<file path="src/rtl/pwr_mode_pkg.sv">
package pwr_mode_pkg;

  localparam int MODE_W = 3;
  localparam int GATE_N = 10;

  typedef enum logic [MODE_W-1:0] {
    MODE_RUN  = 3'd0,
    MODE_SL0  = 3'd1,
    MODE_SL1  = 3'd2,
    MODE_SL2  = 3'd3,
    MODE_SL3  = 3'd4,
    MODE_SL4  = 3'd5,
    MODE_OFF  = 3'd6,
    MODE_RSVD = 3'd7
  } pwrMode_e;

  typedef struct packed {
    logic takeIrq;
    logic restore;
    logic swWrite;
    logic offWake;
  } modeStrobe_t;

  typedef struct packed {
    logic cpuRun;
    logic mclk;
    logic smclk;
    logic aclk;
    logic dco;
    logic dcGen;
    logic fll;
    logic xtal;
    logic regulator;
    logic retain;
  } gateVec_t;

  localparam gateVec_t GATES_ALL_ON = '1;

endpackage

</file>
<file path="src/rtl/pwrGateDecode.sv">
module pwrGateDecode
  import pwr_mode_pkg::*;
(
  input  pwrMode_e mode,
  output gateVec_t gates
);

  always_comb begin
    gates = GATES_ALL_ON;
    unique case (mode)
      MODE_SL0: begin
        gates.cpuRun = 1'b0;
        gates.mclk   = 1'b0;
      end
      MODE_SL1: begin
        gates.cpuRun = 1'b0;
        gates.mclk   = 1'b0;
        gates.fll    = 1'b0;
      end
      MODE_SL2: begin
        gates.cpuRun = 1'b0;
        gates.mclk   = 1'b0;
        gates.smclk  = 1'b0;
        gates.fll    = 1'b0;
        gates.dco    = 1'b0;
      end
      MODE_SL3: begin
        gates.cpuRun = 1'b0;
        gates.mclk   = 1'b0;
        gates.smclk  = 1'b0;
        gates.fll    = 1'b0;
        gates.dco    = 1'b0;
        gates.dcGen  = 1'b0;
      end
      MODE_SL4: begin
        gates           = '0;
        gates.regulator = 1'b1;
        gates.retain    = 1'b1;
      end
      MODE_OFF: begin
        gates = '0;
      end
      default: gates = GATES_ALL_ON;
    endcase
  end

endmodule

</file>
<file path="src/rtl/pwrModeControl.sv">
module pwrModeControl
  import pwr_mode_pkg::*;
(
  input  logic        clk,
  input  logic        rstN,
  input  logic        modeWrEn,
  input  logic        irqTake,
  input  logic        retiStrobe,
  input  logic        ioWake,
  input  pwrMode_e    modeNow,
  output modeStrobe_t strobe
);

  logic inHandler;
  logic isRun;
  logic isOff;
  logic takeOk;
  logic retOk;

  assign isRun  = (modeNow == MODE_RUN);
  assign isOff  = (modeNow == MODE_OFF);
  assign takeOk = irqTake && !isOff && !(isRun && inHandler);
  assign retOk  = !takeOk && retiStrobe && isRun && inHandler;

  always_comb begin
    strobe         = '0;
    strobe.takeIrq = takeOk;
    strobe.restore = retOk;
    strobe.swWrite = !takeOk && !retOk && modeWrEn && isRun;
    strobe.offWake = isOff && ioWake;
  end

  always_ff @(posedge clk) begin
    if (!rstN) begin
      inHandler <= 1'b0;
    end else if (strobe.offWake || strobe.restore) begin
      inHandler <= 1'b0;
    end else if (strobe.takeIrq) begin
      inHandler <= 1'b1;
    end
  end

endmodule

</file>
<file path="src/rtl/pwrModeDatapath.sv">
module pwrModeDatapath
  import pwr_mode_pkg::*;
(
  input  logic               clk,
  input  logic               rstN,
  input  modeStrobe_t        strobe,
  input  logic [MODE_W-1:0]  wrData,
  output pwrMode_e           modeNow,
  output gateVec_t           gatesQ,
  output logic               resetReqQ
);

  pwrMode_e modeQ;
  pwrMode_e savedQ;
  pwrMode_e wrMode;
  gateVec_t gatesD;

  assign wrMode  = (wrData == MODE_RSVD) ? MODE_RUN : pwrMode_e'(wrData);
  assign modeNow = modeQ;

  pwrGateDecode u_dec (
    .mode (modeQ),
    .gates(gatesD)
  );

  always_ff @(posedge clk) begin
    if (!rstN) begin
      modeQ  <= MODE_RUN;
      savedQ <= MODE_RUN;
    end else if (strobe.offWake) begin
      modeQ  <= MODE_RUN;
      savedQ <= MODE_RUN;
    end else if (strobe.takeIrq) begin
      savedQ <= modeQ;
      modeQ  <= MODE_RUN;
    end else if (strobe.restore) begin
      modeQ <= savedQ;
    end else if (strobe.swWrite) begin
      modeQ <= wrMode;
    end
  end

  always_ff @(posedge clk) begin
    if (!rstN) begin
      gatesQ    <= GATES_ALL_ON;
      resetReqQ <= 1'b0;
    end else begin
      gatesQ    <= gatesD;
      resetReqQ <= strobe.offWake;
    end
  end

endmodule

</file>
<file path="src/rtl/pwrModeCtl.sv">
module pwrModeCtl
  import pwr_mode_pkg::*;
(
  input  logic        clk,
  input  logic        rstN,
  input  logic        modeWrEn,
  input  logic [2:0]  modeWrData,
  input  logic        irqTake,
  input  logic        retiStrobe,
  input  logic        ioWake,
  output logic [2:0]  curMode,
  output logic        cpuRun,
  output logic        mclkEn,
  output logic        smclkEn,
  output logic        aclkEn,
  output logic        dcoEn,
  output logic        dcGenEn,
  output logic        fllEn,
  output logic        xtalEn,
  output logic        regulatorEn,
  output logic        retainEn,
  output logic        resetReq
);

  modeStrobe_t strobe;
  pwrMode_e    modeNow;
  gateVec_t    gates;

  pwrModeControl u_ctl (
    .clk       (clk),
    .rstN      (rstN),
    .modeWrEn  (modeWrEn),
    .irqTake   (irqTake),
    .retiStrobe(retiStrobe),
    .ioWake    (ioWake),
    .modeNow   (modeNow),
    .strobe    (strobe)
  );

  pwrModeDatapath u_dp (
    .clk      (clk),
    .rstN     (rstN),
    .strobe   (strobe),
    .wrData   (modeWrData),
    .modeNow  (modeNow),
    .gatesQ   (gates),
    .resetReqQ(resetReq)
  );

  assign curMode     = modeNow;
  assign cpuRun      = gates.cpuRun;
  assign mclkEn      = gates.mclk;
  assign smclkEn     = gates.smclk;
  assign aclkEn      = gates.aclk;
  assign dcoEn       = gates.dco;
  assign dcGenEn     = gates.dcGen;
  assign fllEn       = gates.fll;
  assign xtalEn      = gates.xtal;
  assign regulatorEn = gates.regulator;
  assign retainEn    = gates.retain;

endmodule

</file>
<file path="config.mk">
export PLATFORM = sky130hd
export DESIGN_NAME = pwrModeCtl
export DESIGN_NICKNAME = d
export VERILOG_FILES = /design/src/rtl/pwr_mode_pkg.sv /design/src/rtl/pwrGateDecode.sv /design/src/rtl/pwrModeControl.sv /design/src/rtl/pwrModeDatapath.sv /design/src/rtl/pwrModeCtl.sv
export SDC_FILE = /design/constraint.sdc
export NUM_CORES = 1
export LEC_CHECK = 0
export BUFFER_PORTS_ARGS = -buffer_cell sky130_fd_sc_hd__clkbuf_2
export CAP_MARGIN = 20
export CORE_MARGIN = 5
export CORE_UTILIZATION = 43
export DETAILED_ROUTE_END_ITERATION = 8
export GPL_TIMING_DRIVEN = 1
export PLACE_DENSITY = 0.72
export SLEW_MARGIN = 20
export SYNTH_ARGS = -nofsm -noshare
export SYNTH_HDL_FRONTEND = slang
export SYNTH_SLANG_ARGS = --single-unit
</file>
<file path="constraint.sdc">
create_clock -name clk -period 1.1 [get_ports clk]
set_input_delay 0.055 -clock clk [delete_from_list [all_inputs] [get_ports clk]]
set_output_delay 0.055 -clock clk [all_outputs]
set_load 0.03 [all_outputs]
</file>
After elaboration in Yosys (flattened, before gate mapping)
Cells that the tools add are included.
{ "totals": {"inputBits": 9, "out_inout_bits": 14, "ff_bits": 17, "wordCells": 55} }
{ "op_classes": {"n_eq_ne": 7, "bitwise_logic": 1, "reduce_logical": 25, "mux": 9} }
{ "op_table": {"columns": ["cell", "n"], "rows": [
  ["3-bit == test (second input constant)", 4],
  ["1-bit logical AND", 10],
  ["3-bit 2-to-1 mux", 3],
  ["3-bit by 2-bit == test with 1-bit output (second input constant)", 2],
  ["3-bit case mux with 2 select lines", 1],
  ["2-bit OR reduction", 3],
  ["3-bit OR reduction", 2],
  ["6-bit OR reduction", 1],
  ["5-bit OR reduction", 1],
  ["1-bit logical NOT", 4],
  ["1-bit 2-to-1 mux", 4],
  ["4-bit OR reduction", 1],
  ["3-bit by 1-bit == test with 1-bit output (second input constant)", 1],
  ["3-bit logical NOT", 1],
  ["2-bit 2-to-1 mux", 1],
  ["2-bit nonzero test", 1],
  ["1-bit logical OR", 1],
  ["1-bit inverter", 1]
]} }

Depth between registers and ports, before layout
Gate-level depths: netlist (run 1).
{ "logic_depth": {"ltp_word": 14, "ltp_mapped": 4, "ltp_nobuf": 3} }

Modules after synthesis
From an unflattened synthesis (run 1), not the netlist that was laid out.
{ "unflattened": {"hier_cells": 82, "hier_area_um2": 787.0} }
{ "modules_own_cells": {"columns": ["module", "seq_area_each_um2", "cells_per_inst", "area_per_inst_um2", "n_inst"], "rows": [
  ["pwrModeDatapath", 340.3, 53, 565.5, 1],
  ["pwrModeControl", 20.0, 15, 135.1, 1],
  ["pwrGateDecode", 0.0, 14, 86.3, 1]
]} }

Worst setup path before layout (run 1)
OpenSTA, ideal clock, no wires.
{ "synth_path": {"path_kind": "reg-to-reg", "start": "reg u_dp.modeQ[0], in the netlist u_dp.modeNow[0]", "end": "reg u_dp.modeQ[0], in the netlist u_dp.modeNow[0]", "path_slack_ns": -0.257, "period_less_slack_ns": 1.357, "setup_ns": 0.086, "stages_incl_launch_ff": 5, "n_path_buf": 1, "arrival_time_ns": 1.272, "cell_sequence": "dfxtp_1 -> buf_2 -> nand4b_1 -> o2111ai_1 -> a211oi_1"} }
{ "synth_between": {"elab_chain_cells": 13, "word_cells_on_any_way": 19, "classes_between": "eq/ne: 1; mux: 1; reduce/logical: 17"} }
{ "synth_lines": {"columns": ["item", "line_no", "source"], "rows": [
  ["from (decl)", "pwrModeDatapath.sv:13", "pwrMode_e modeQ;"],
  ["from (signal assigned)", "pwrModeDatapath.sv:37", "modeQ <= savedQ;"],
  ["from (signal assigned)", "pwrModeDatapath.sv:39", "modeQ <= wrMode;"],
  ["3-bit == test or 3-bit logical NOT (tied branches)", "pwrModeControl.sv:21, pwrModeControl.sv:20", null],
  ["1-bit logical NOT or 1-bit logical AND (tied branches)", "pwrModeControl.sv:22", "assign takeOk = irqTake && !isOff && !(isRun && inHandler);"],
  ["1-bit logical AND or 1-bit logical NOT (tied branches)", "pwrModeControl.sv:22", null],
  ["1-bit logical AND", "pwrModeControl.sv:22", null],
  ["1-bit logical NOT", "pwrModeControl.sv:23, pwrModeControl.sv:29", null],
  ["1-bit logical AND (3 in series)", "pwrModeControl.sv:23", "assign retOk = !takeOk && retiStrobe && isRun && inHandler;"],
  ["1-bit logical NOT", "pwrModeControl.sv:29", "strobe.swWrite = !takeOk && !retOk && modeWrEn && isRun;"],
  ["1-bit logical AND (3 in series)", "pwrModeControl.sv:29", null],
  ["2-bit nonzero test (no line)", null, null]
]} }
Several ways; a longest one is shown, not always the timed one.
A chain may end at the register's enable or synchronous reset.

Worst setup path after layout (run 1)
{ "layout_path": {"start": "reg u_dp.modeQ[2], in the netlist u_dp.modeNow[2]", "end": "reg u_dp.modeQ[0], in the netlist u_dp.modeNow[0]"} }
The elaborated chain is that of the path after synthesis.

==> results.md, run 1 <==
* Core area at 1510 um2
* Hold Path Class: in -> reg
* Initial antenna violation count at 0
* Diode count at 0
* Detailed Route WL at 1700 um
* Cts hold-fix bufs at 0
* Sink Count at 14
* GP Congestion at 0.850
* Syn_nets at 88
* DR vias/cell at 5.58
* Final setup margin at -0.0769 ns
* Area grow syn2layout at 34.3%
* Sequential share of the synthesized area at 0.407
* Clock Skews at 0.000772 ns
* Clock buffer depth at 2
* RSZ-0062 raised after global routing: true
* GR Overflow Total at 0
* Post-CTS Setup Inserts at 0
* WL/cell at 13.8 um
* Critical path type: reg -> reg
* Top-level I/O count at 23
* Largest net degree at the start of global routing at 11
* Max Clock Freq at 850 MHz
* Power Total at 1.24 mW
* All-Layer GR Usage at 0.146
* Status: finished with violations
* Leak at 0.398 nW
* Die Wd at 50.0 um
* Synth cell types at 30
* Critical path, cell by cell: buf_4 -> nand4b_1 -> o2111ai_2 -> a211oi_2
* Layout cells sized above 1 at 0.477
* FF+latch count, synth at 14
* Max_slew headroom at 0.801
* Yosys top cell area share at 0.407
* Global-route wire length before repair at 2900 um
* Post-route insts no fill at 123
* Metal1 wirelength at 725 um
* Worst reg2reg setup slack at -0.08 ns
* Violated checks: negative setup slack
* CP Data Arrival Time at 1.37 ns
* Worst setup EP type: register
* Clk_lat worst skew at 0.28 ns
* Syn. warnings at 0
* Final setup violation count at 3
* Starting Density at 0.458
* Critical Path RT at 1.30 ns
* Synthesized area per cell at 8.73 um2
* DP HPWL at 1250 um
* Worst vdd ir at 0.000638 V
* Slew @ Worst Pin at 0.297 ns
* Dominant cells by area after synthesis: dfxtp_1, nand2_1, buf_4
* Cell family with most CP delay: compound AO/OA/AOI/OAI gates
* Die ar. at 2500 um2
* DR WL met2 at 796 um
* Htree depth at 1
* Worst setup SP type: register
* TritonCTS clock tree: done
* Height of the die at 50.0 um
* Mapped Area at 689 um2
* Max Slew Vio Count at 0
* Max Cap Viol at 0
* Number of global-route vias before repair at 669
* CP Max Fanout at 8
* Placed instance count at 119
* CTS Buf Count at 3
* Cell count after synthesis at 79
* Fin Setup TNS at -0.188 ns
* Final antenna-violating net count at 0
* DRT iter0 DRCs at 15
* Routed length on met3 at 149 um
* DRC viols at 0
* Fill count at 133
* Crit path buffers/inverters at 1
* Max Used Layer: met4
* Std cell rows at 14
* Min Tclk post-route at 1.18 ns
* Pwr/cell area at 1340 nW/um2
* Synth area leader: dfxtp_1
* Total vias in the final route at 686
* Root Driver: clkbuf_4
* Max stage delay on crit path at 0.38 ns
* CTS clk-pin slew, worst paths at 0.09 ns
* I/O Buffers at 22
* Endpoints failing hold at 0
* Post-route clock period utilization at 1.07
* 1st-pass router iterations at 4
* Slowest library cell on the worst path: dfxtp_4
* Layout net count at 117
## final cells by class
class                   count  area (um2)  area share
flip-flops and latches     14         293       0.316
inverters                   1        3.75     0.00405
well taps                  16        20.0      0.0216
repair buffers             32         185       0.200
multi-input cells          56         388       0.419
clock buffers               4        36.3      0.0392
## sequential cells by signal, indices dropped and copies added, names as in the netlist
| signal | count |
|---|---|
| u_dp.gatesQ | 6 |
| u_dp.modeNow | 3 |
| u_dp.savedQ | 3 |
| u_ctl.inHandler | 1 |
| u_dp.resetReqQ | 1 |
## layout by cell type (no fill, tap or decap), drive strengths merged, types with 3 or more instances in the layout
cell	count
clkbuf	26
buf	10
nand2b	3
a211oi	4
nor3	3
dfxtp	14
o21ai	4
nand3b	3
nand4	3
nand2	13
## through the flow
step	cell area [um2]	hold slack, ns	utilization	worst slack [ns]
3_3_place_gp	855	0.297	0.567	-0.0525
5_1_grt	926	0.0268	0.615	-0.194
2_1_floorplan	712	0.117	-	-0.0914
3_5_place_dp	855	0.310	0.567	-0.0936
4_1_cts	915	0.0271	0.607	-0.0865
6_report	926	0.0211	0.615	-0.0769
## repair_timing
item,in CTS,in global routing
pin swaps,3,2
gates resized for setup,5,3
setup endpoints to repair,3,6
cloned,0,0
## worst paths after layout
kind              cells after the start       startpoint               to
setup / recovery                      4  u_dp.modeNow[2]  u_dp.modeNow[0]
hold / removal                        2             rstN   u_dp.gatesQ[7]
setup reg to reg                      4  u_dp.modeNow[2]  u_dp.modeNow[0]
hold reg to reg                       2   u_dp.savedQ[0]   u_dp.savedQ[0]
## metal layers
| metal | GRT usage | vias up |
|---|---|---|
| li1 | - | 341 |
| met1 | 0.176 | 312 |
| met2 | 0.241 | 31 |
| met3 | 0.0271 | 2 |
| met4 | 0.0786 | 0 |
| met5 | 0 | - |
## where the power goes
group          total, mW  internal, mW  switching, mW
clock network      0.373         0.201          0.172
registers          0.568         0.534         0.0346
logic              0.296         0.134          0.162
total               1.24         0.869          0.368
## worst reg2reg max path, delay by kind of cell, from the launching register on
kind / cells / cell delay (ns)
AOI/OAI and AO/OA: 2 / 0.43
buffers and inverters: 1 / 0.15
DFF: 1 / 0.38
and+or+nand+nor: 1 / 0.14
## synth_stat cells
cell type,count
inv_1,1
nand2b_1,3
nand4b_1,1
a21bo_2,1
o22ai_1,1
buf_2,2
nor2_1,2
o21bai_1,1
o21ba_2,2
xnor2_1,1
and3_1,1
clkbuf_1,1
nor3b_1,1
a21o_1,2
buf_4,5
and2_1,1
nand2_1,13
a211oi_1,4
nand3_1,1
nand3b_1,3
nor4b_4,1
nand4_1,3
or2_1,1
dfxtp_1,14
o21ai_0,4
a21oi_1,1
o21a_1,2
o2111ai_1,1
a31oi_1,2
nor3_1,3
## logic make-up (layout without fill, tap and decap cells)
kind of cell	Yosys count	count (layout)	share of synthesized area
AOI/OAI and AO/OA	21	21	0.218
xor gates and xnor gates	1	1	0.0127
buffers and inverters	9	37	0.0799
DFF	14	14	0.407
and+or+nand+nor	34	34	0.283
(Power assumes the default switching activity.)
==> run 2: changes to the inputs <==
- SETUP_SLACK_MARGIN: default -> 0.2
==> run 2 against run 1 <==
The flow still finishes with violations (negative setup slack). Total power up 6.8%. First-iteration DRC count rose to 3.0 times the previous value. Cell area grew 17%. Routed wire length grew 16%. Worst setup slack worse by 0.043 ns. Critical path type unchanged. Largest cell class unchanged.
==> results.md, run 2 (same netlist as run 1, synthesis figures left out) <==
* Status: finished with violations
* Violated checks: negative setup slack
* GR Overflow Total at 0 (unchanged)
* Placed Area at 872 um2 (+2.0%)
* Number of global-route vias before repair at 666 (-0.45%)
* Final setup margin at -0.120 ns (-0.0432 ns)
* Worst setup SP type: register
* All-Layer GR Usage at 0.148 (+0.00175)
* Worst R2R Path Depth at 5 (+1)
* Area of the multi-input gates at 437 um2 (+13%)
* WL/cell at 15.3 um (+11%)
* Layout cells sized above 1 at 0.558 (+0.0809)
* Worst Hold Depth at 2 (unchanged)
* DR vias/cell at 5.69 (+2.0%)
* TritonCTS clock tree: done
* Layout net count at 123 (+5.1%)
* CP Max Fanout at 7 (-1)
* Sink Count at 14 (unchanged)
* Initial antenna violation count at 0 (unchanged)
* Final Instance Area at 1080 um2 (+17%)
* Biggest register: u_dp.gatesQ
* Starting Density at 0.458 (unchanged)
* Die Wd at 50.0 um (unchanged)
* Critical Path RT at 1.27 ns (-0.03 ns)
* Hold EP: u_dp.resetReqQ
* Endpoints failing hold at 0 (unchanged)
* CTS Buf Count at 3 (unchanged)
* Min Tclk post-route at 1.22 ns (+0.0432 ns)
* Worst Setup SP: u_ctl.inHandler
* Slew @ Worst Pin at 0.310 ns (+0.0131 ns)
* GP Congestion at 0.833 (-2.0%)
* Clock Skews at 0.0115 ns (+0.0107 ns)
* CP Data Arrival Time at 1.39 ns (+0.02 ns)
* Final antenna-violating net count at 0 (unchanged)
* Clock buffer depth at 2 (unchanged)
* DRC viols at 0 (unchanged)
* Highest-count cells in the layout ignoring fill and taps: clkbuf_2, buf_4, nand2_1, dfxtp_1, clkbuf_4
* Die ar. at 2500 um2 (unchanged)
* DRT iter0 DRCs at 45 (+30)
* Max Clock Freq at 820 MHz (-3.5%)
* I/O Buffers at 22 (unchanged)
* Max_slew headroom at 0.792 (-0.00878)
* Area grow syn2layout at 56.6%
* Total vias in the final route at 734 (+7.0%)
* Most common cell after layout, fill and taps aside: clkbuf_2
* RSZ-0062 raised after global routing: true
* Top-level I/O count at 23 (unchanged)
* Util after Layout at 0.717 (+0.102)
* Worst setup EP type: register
* Max reg flops at 6 (unchanged)
* Pwr/cell area at 1220 nW/um2 (-8.5%)
* Max Cap Viol at 0 (unchanged)
* Worst reg2reg setup slack at -0.12 ns (-0.04 ns)
* Clk_lat worst skew at 0.29 ns (about the same)
* Max Slew Vio Count at 0 (unchanged)
* Diode count at 0 (unchanged)
* Critical hold path startpoint: ioWake
* Cts hold-fix bufs at 0 (unchanged)
* Htree depth at 1 (unchanged)
* R2r endpoint: u_dp.modeNow[1]
* Largest net degree at the start of global routing at 9 (-2)
* Root Driver: clkbuf_4
* Hold Path Class: in -> reg
* Core area at 1510 um2 (unchanged)
* DP HPWL at 1290 um (+2.5%)
* Leak at 0.481 nW (+21%)
* Fin Setup TNS at -0.323 ns (-0.135 ns)
* Height of the die at 50.0 um (unchanged)
* Post-route clock period utilization at 1.11 (+0.0393)
* Fill count at 106 (-20%)
* RR Startpoint: u_ctl.inHandler
* Std cell rows at 14 (unchanged)
* Seq. cell area at 293 um2 (unchanged)
* Global-route wire length before repair at 2880 um (-0.48%)
* Power Total at 1.32 mW (+6.8%)
* 1st-pass router iterations at 4 (unchanged)
* CTS clk-pin slew, worst paths at 0.10 ns (about the same)
* Critical path type: reg -> reg
* Final setup violation count at 7 (+4)
* Worst vdd ir at 0.000635 V (-0.51%)
* Detailed Route WL at 1970 um (+16%)
run 2: cell types whose count changed in the layout (fill, tap and decap cells not counted), moves of 2 or more:
cell and change:
o21ai_0 -3, nand2_1 -3, clkbuf_2 -10, buf_2 +2, nand2_4 +2, o21ai_1 +3
clkbuf_4 +5, buf_8 +2, buf_6 +5
run 2: worst max-delay path by stage:
stage / end / slack, ns / cells after the start
4_1_cts: u_dp.modeNow[1] / -0.07 / 3
3_5_place_dp: u_dp.modeNow[1] / -0.11 / 3
3_3_place_gp: u_dp.modeNow[0] / -0.06 / 3
2_1_floorplan: u_dp.modeNow[0] / -0.09 / 4
5_1_grt: u_dp.modeNow[1] / -0.16 / 5
6_report: u_dp.modeNow[1] / -0.12 / 5
run 2: final cells by class:
cell class / count / area share
multi-input cells: 56 / 0.404
clock buffers: 4 / 0.0336
well taps: 16 / 0.0185
repair buffers: 38 / 0.269
flip-flops and latches: 14 / 0.271
inverters: 1 / 0.00348
run 2: power breakdown:
group	internal, mW	switching (mW)	total, mW
registers	0.533	0.0334	0.567
logic	0.183	0.193	0.375
clock network	0.201	0.177	0.378
run 2: layer usage:
metal  part of all wire  wire length (um)  global-route usage
met1               0.40               792               0.168
met2               0.50               995               0.255
met3              0.087               172              0.0361
met4             0.0066                13              0.0655
met5                  0                 0                   0
run 2: per-stage QoR:
step | std cells | setup WS, ns | hold WS, ns
2_1_floorplan | 79 | -0.0911 | 0.117
3_3_place_gp | 119 | -0.0577 | 0.287
3_5_place_dp | 119 | -0.107 | 0.288
4_1_cts | 126 | -0.0742 | 0.0292
5_1_grt | 129 | -0.162 | 0.0167
6_report | 129 | -0.120 | 0.0268
run 2: critical path, cell delays in order (launching register included):
cell and delay (ns):
dfxtp_2 0.35, buf_4 0.14, nand3b_1 0.12, buf_4 0.17
nor3_1 0.25, a211oi_2 0.08
run 2: repair_timing:
item,CTS,global route
pin swaps,10,4
resized for setup,18,21
buffers inserted,3,3
endpoints found under the hold margin,0,0
endpoints found under the setup margin,16,23
==> run 3: changes to the inputs <==
- CORE_UTILIZATION: 43 -> 44
- PLACE_DENSITY: 0.72 -> 0.71
- SYNTH_HIERARCHICAL: default -> 1
==> run 3 against run 2 <==
The run still ends with negative setup slack left. Worst setup slack worse by 0.11 ns. Utilization is 4.4 points lower. Cell area is 6.4% higher. Sequential power is 22% higher. Die area is 9.2% higher. Non-clock buffer count is 2 lower. Area after synthesis is 14% higher. Flip-flop and latch count is 4 higher. Critical path type unchanged. Largest cell class unchanged.
==> results.md, run 3 <==
* Status: finished with violations
* Violated checks: negative setup slack
* Leak at 0.467 nW (-3.0%)
* Post-route clock period utilization at 1.21 (+0.101)
* Fin Setup TNS at -1.32 ns (-0.997 ns)
* Top-level I/O count at 23 (unchanged)
* Area of the multi-input gates at 422 um2 (-3.4%)
* Max Clock Freq at 751 MHz (-8.3%)
* Critical path type: reg -> reg
* Diode count at 0 (unchanged)
* Worst Hold Depth at 3 (+1)
* Initial antenna violation count at 0 (unchanged)
* Final setup margin at -0.231 ns (-0.111 ns)
* DRT iter0 DRCs at 6 (-87%)
* Root Driver: clkbuf_4
* Commonest register cell after synthesis: dfxtp_1
* Worst R2R Path Depth at 5 (unchanged)
* Slew @ Worst Pin at 0.179 ns (-0.131 ns)
* CP Max Fanout at 5 (-2)
* Dominant cells by area after synthesis: dfxtp_1, nand2b_1, buf_4
* Worst vdd ir at 0.000852 V (+34%)
* Synthesized area per cell at 9.60 um2 (+10%)
* Synth cell types at 27 (-10%)
* Hold Path Class: in -> reg
* Clock power frac at 0.286 (about the same)
* Std cell rows at 15 (+1)
* Worst setup SP type: register
* Synth area leader: dfxtp_1
* Die ar. at 2730 um2 (+9.2%)
* Count leader, synth: dfxtp_1
* WL/cell at 12.1 um (-21%)
* GR Overflow Total at 0 (unchanged)
* DRC viols at 0 (unchanged)
* Area grow syn2layout at 45.9%
* 1st-pass router iterations at 3 (-1)
* Global-route wire length before repair at 2620 um (-9.1%)
* Sink Count at 18 (+4)
* RR Startpoint: u_ctl/inHandler
* FF+latch count, synth at 18 (+4)
* Hold EP: u_dp/modeNow[2]
* Mapped Area at 787 um2 (+14%)
* Number of global-route vias before repair at 656 (-1.5%)
* Highest-count cells in the layout ignoring fill and taps: clkbuf_2, dfxtp_1, buf_4
* Critical Path RT at 1.28 ns (about the same)
* Starting Density at 0.461 (+0.00316)
* Detailed Route WL at 1690 um (-14%)
* Async set or reset register ratio after synthesis at 0 (unchanged)
* Post-route insts no fill at 140 (+8.5%)
* DR vias/cell at 4.89 (-14%)
* Power Total at 1.39 mW (+5.0%)
* Layout net count at 125 (+1.6%)
* Max Slew Vio Count at 0 (unchanged)
* Max Cap Viol at 0 (unchanged)
* Pwr/cell area at 1210 nW/um2 (-1.3%)
* Seq. cell area at 375 um2 (+28%)
* Final antenna-violating net count at 0 (unchanged)
* GP Congestion at 0.844 (+1.3%)
* Final setup violation count at 11 (+4)
* DP HPWL at 1170 um (-9.3%)
* R2r endpoint: u_dp/modeNow[1]
* Endpoints failing hold at 0 (unchanged)
* Die Wd at 52.3 um (+4.5%)
* Combinational share of power at 0.216 (-0.068)
* Total vias in the final route at 684 (-6.8%)
* Syn_nets at 91 (+3.4%)
* Clock buffer depth at 2 (unchanged)
* Clock Skews at 0.00609 ns (-0.00539 ns)
* Worst reg2reg setup slack at -0.23 ns (-0.11 ns)
* Min Tclk post-route at 1.33 ns (+0.111 ns)
* I/O Buffers at 22 (unchanged)
* Fill count at 142 (+34%)
* Cell count after synthesis at 82 (+3.8%)
* Placed instance count at 133 (+12%)
* Post-synth top cells: dfxtp_1, nand2b_1, nand2_1
* Sw frac at 0.262 (-0.0432)
* Max reg flops at 10 (+4)
* Critical hold path startpoint: modeWrData[2]
* CP Data Arrival Time at 1.51 ns (+0.12 ns)
* Sw power at 363 uW (-9.8%)
* Htree depth at 1 (unchanged)
* RSZ-0062 raised after global routing: true
* Sequential power share at 0.498 (+0.069)
* Yosys top cell area share at 0.458 (+0.0513)
* All-Layer GR Usage at 0.129 (-0.0188)
* Max_slew headroom at 0.879 (+0.0866)
* Pint at 1.02 mW (+12%)
* TritonCTS clock tree: done
* CTS clk-pin slew, worst paths at 0.10 ns (about the same)
* Syn. warnings at 6 (+6)
* Worst setup EP type: register
* Clk_lat worst skew at 0.28 ns (about the same)
* CTS Buf Count at 3 (unchanged)
* Height of the die at 52.3 um (+4.5%)
* Sequential share of the synthesized area at 0.458 (+0.0513)
* Largest net degree at the start of global routing at 13 (+4)
* EDFF count, synth at 0 (unchanged)
* Layout cells sized above 1 at 0.522 (-0.0358)
* Biggest register: u_dp/gatesQ
* Core area at 1710 um2 (+13%)
[run 3: cell types whose count changed after synthesis, moves of 3 or more]
| cell | change |
|---|---|
| mux2i_1 | +4 |
| dfxtp_1 | +4 |
| nand4_1 | -3 |
| a211oi_1 | -4 |
| inv_1 | +3 |
| o21ai_0 | -3 |
| a21oi_1 | +4 |
| nand2b_1 | +6 |
| nand2_1 | -6 |
[run 3: logic make-up (layout without fill, tap and decap cells)]
group,after synthesis,in the layout,share of synthesized area
and+or+nand+nor,37,37,0.297
AOI/OAI and AO/OA,10,10,0.0890
muxes,4,4,0.0509
buffers and inverters,11,44,0.0827
DFF,18,18,0.458
xor gates and xnor gates,2,2,0.0223
[run 3: cell type report]
type                            count  share of cell area
Multi-Input combinational cell     53               0.367
Clock buffer                        4              0.0316
Inverter                            4              0.0131
Sequential cell                    18               0.327
Tap cell                           25              0.0272
Timing Repair Buffer               36               0.234
[run 3: worst max-delay path, stage by stage (launching register included)]
cell	delay [ns]
dfxtp_4	0.38
mux2i_2	0.23
and3_4	0.24
inv_1	0.07
a21oi_1	0.21
a221oi_2	0.09
[run 3: worst max path at each step]
stage	end	startpoint	slack (ns)	cells after the start
after CTS	u_dp/modeNow[2]	u_dp/modeNow[2]	-0.19	5
final	u_dp/modeNow[1]	u_ctl/inHandler	-0.23	5
after floorplan	u_dp/modeNow[1]	u_dp/modeNow[2]	-0.29	6
after global placement	u_dp/modeNow[2]	u_ctl/inHandler	-0.18	5
after global routing	u_dp/modeNow[2]	u_dp/modeNow[1]	-0.26	5
after detailed placement	u_dp/modeNow[1]	u_ctl/inHandler	-0.21	5
[run 3: what timing repair did]
item,4_1_cts,5_1_grt
buffers inserted,3,0
resized for setup,13,24
pin swaps,1,2
endpoints found under the setup margin,20,26
hold buffers,0,0
[run 3: per-layer routing]
layer  vias up  GRT usage  wire, um
li1        343          -         -
met1       315      0.136       646
met2        20      0.238       916
met3         6     0.0313        87
met4         0     0.0596        40
met5         -          0         0
[run 3: stage by stage]
stage	setup WS [ns]	util	instance area, um2	hold WS, ns
finish	-0.231	0.673	1150	0.0352
global route	-0.264	0.673	1150	0.0358
CTS	-0.193	0.641	1090	0.0277
detailed placement	-0.209	0.579	990	0.338
global placement	-0.181	0.579	990	0.328
floorplan	-0.286	-	820	0.198
[run 3: power by group through the flow]
stage | combinational [mW] | sequential, mW | clock (mW)
2_1_floorplan | 0.127 | 0.749 | 0
3_3_place_gp | 0.235 | 0.704 | 0
3_5_place_dp | 0.238 | 0.706 | 0
4_1_cts | 0.267 | 0.690 | 0.414
5_1_grt | 0.318 | 0.695 | 0.448
6_report | 0.299 | 0.691 | 0.397
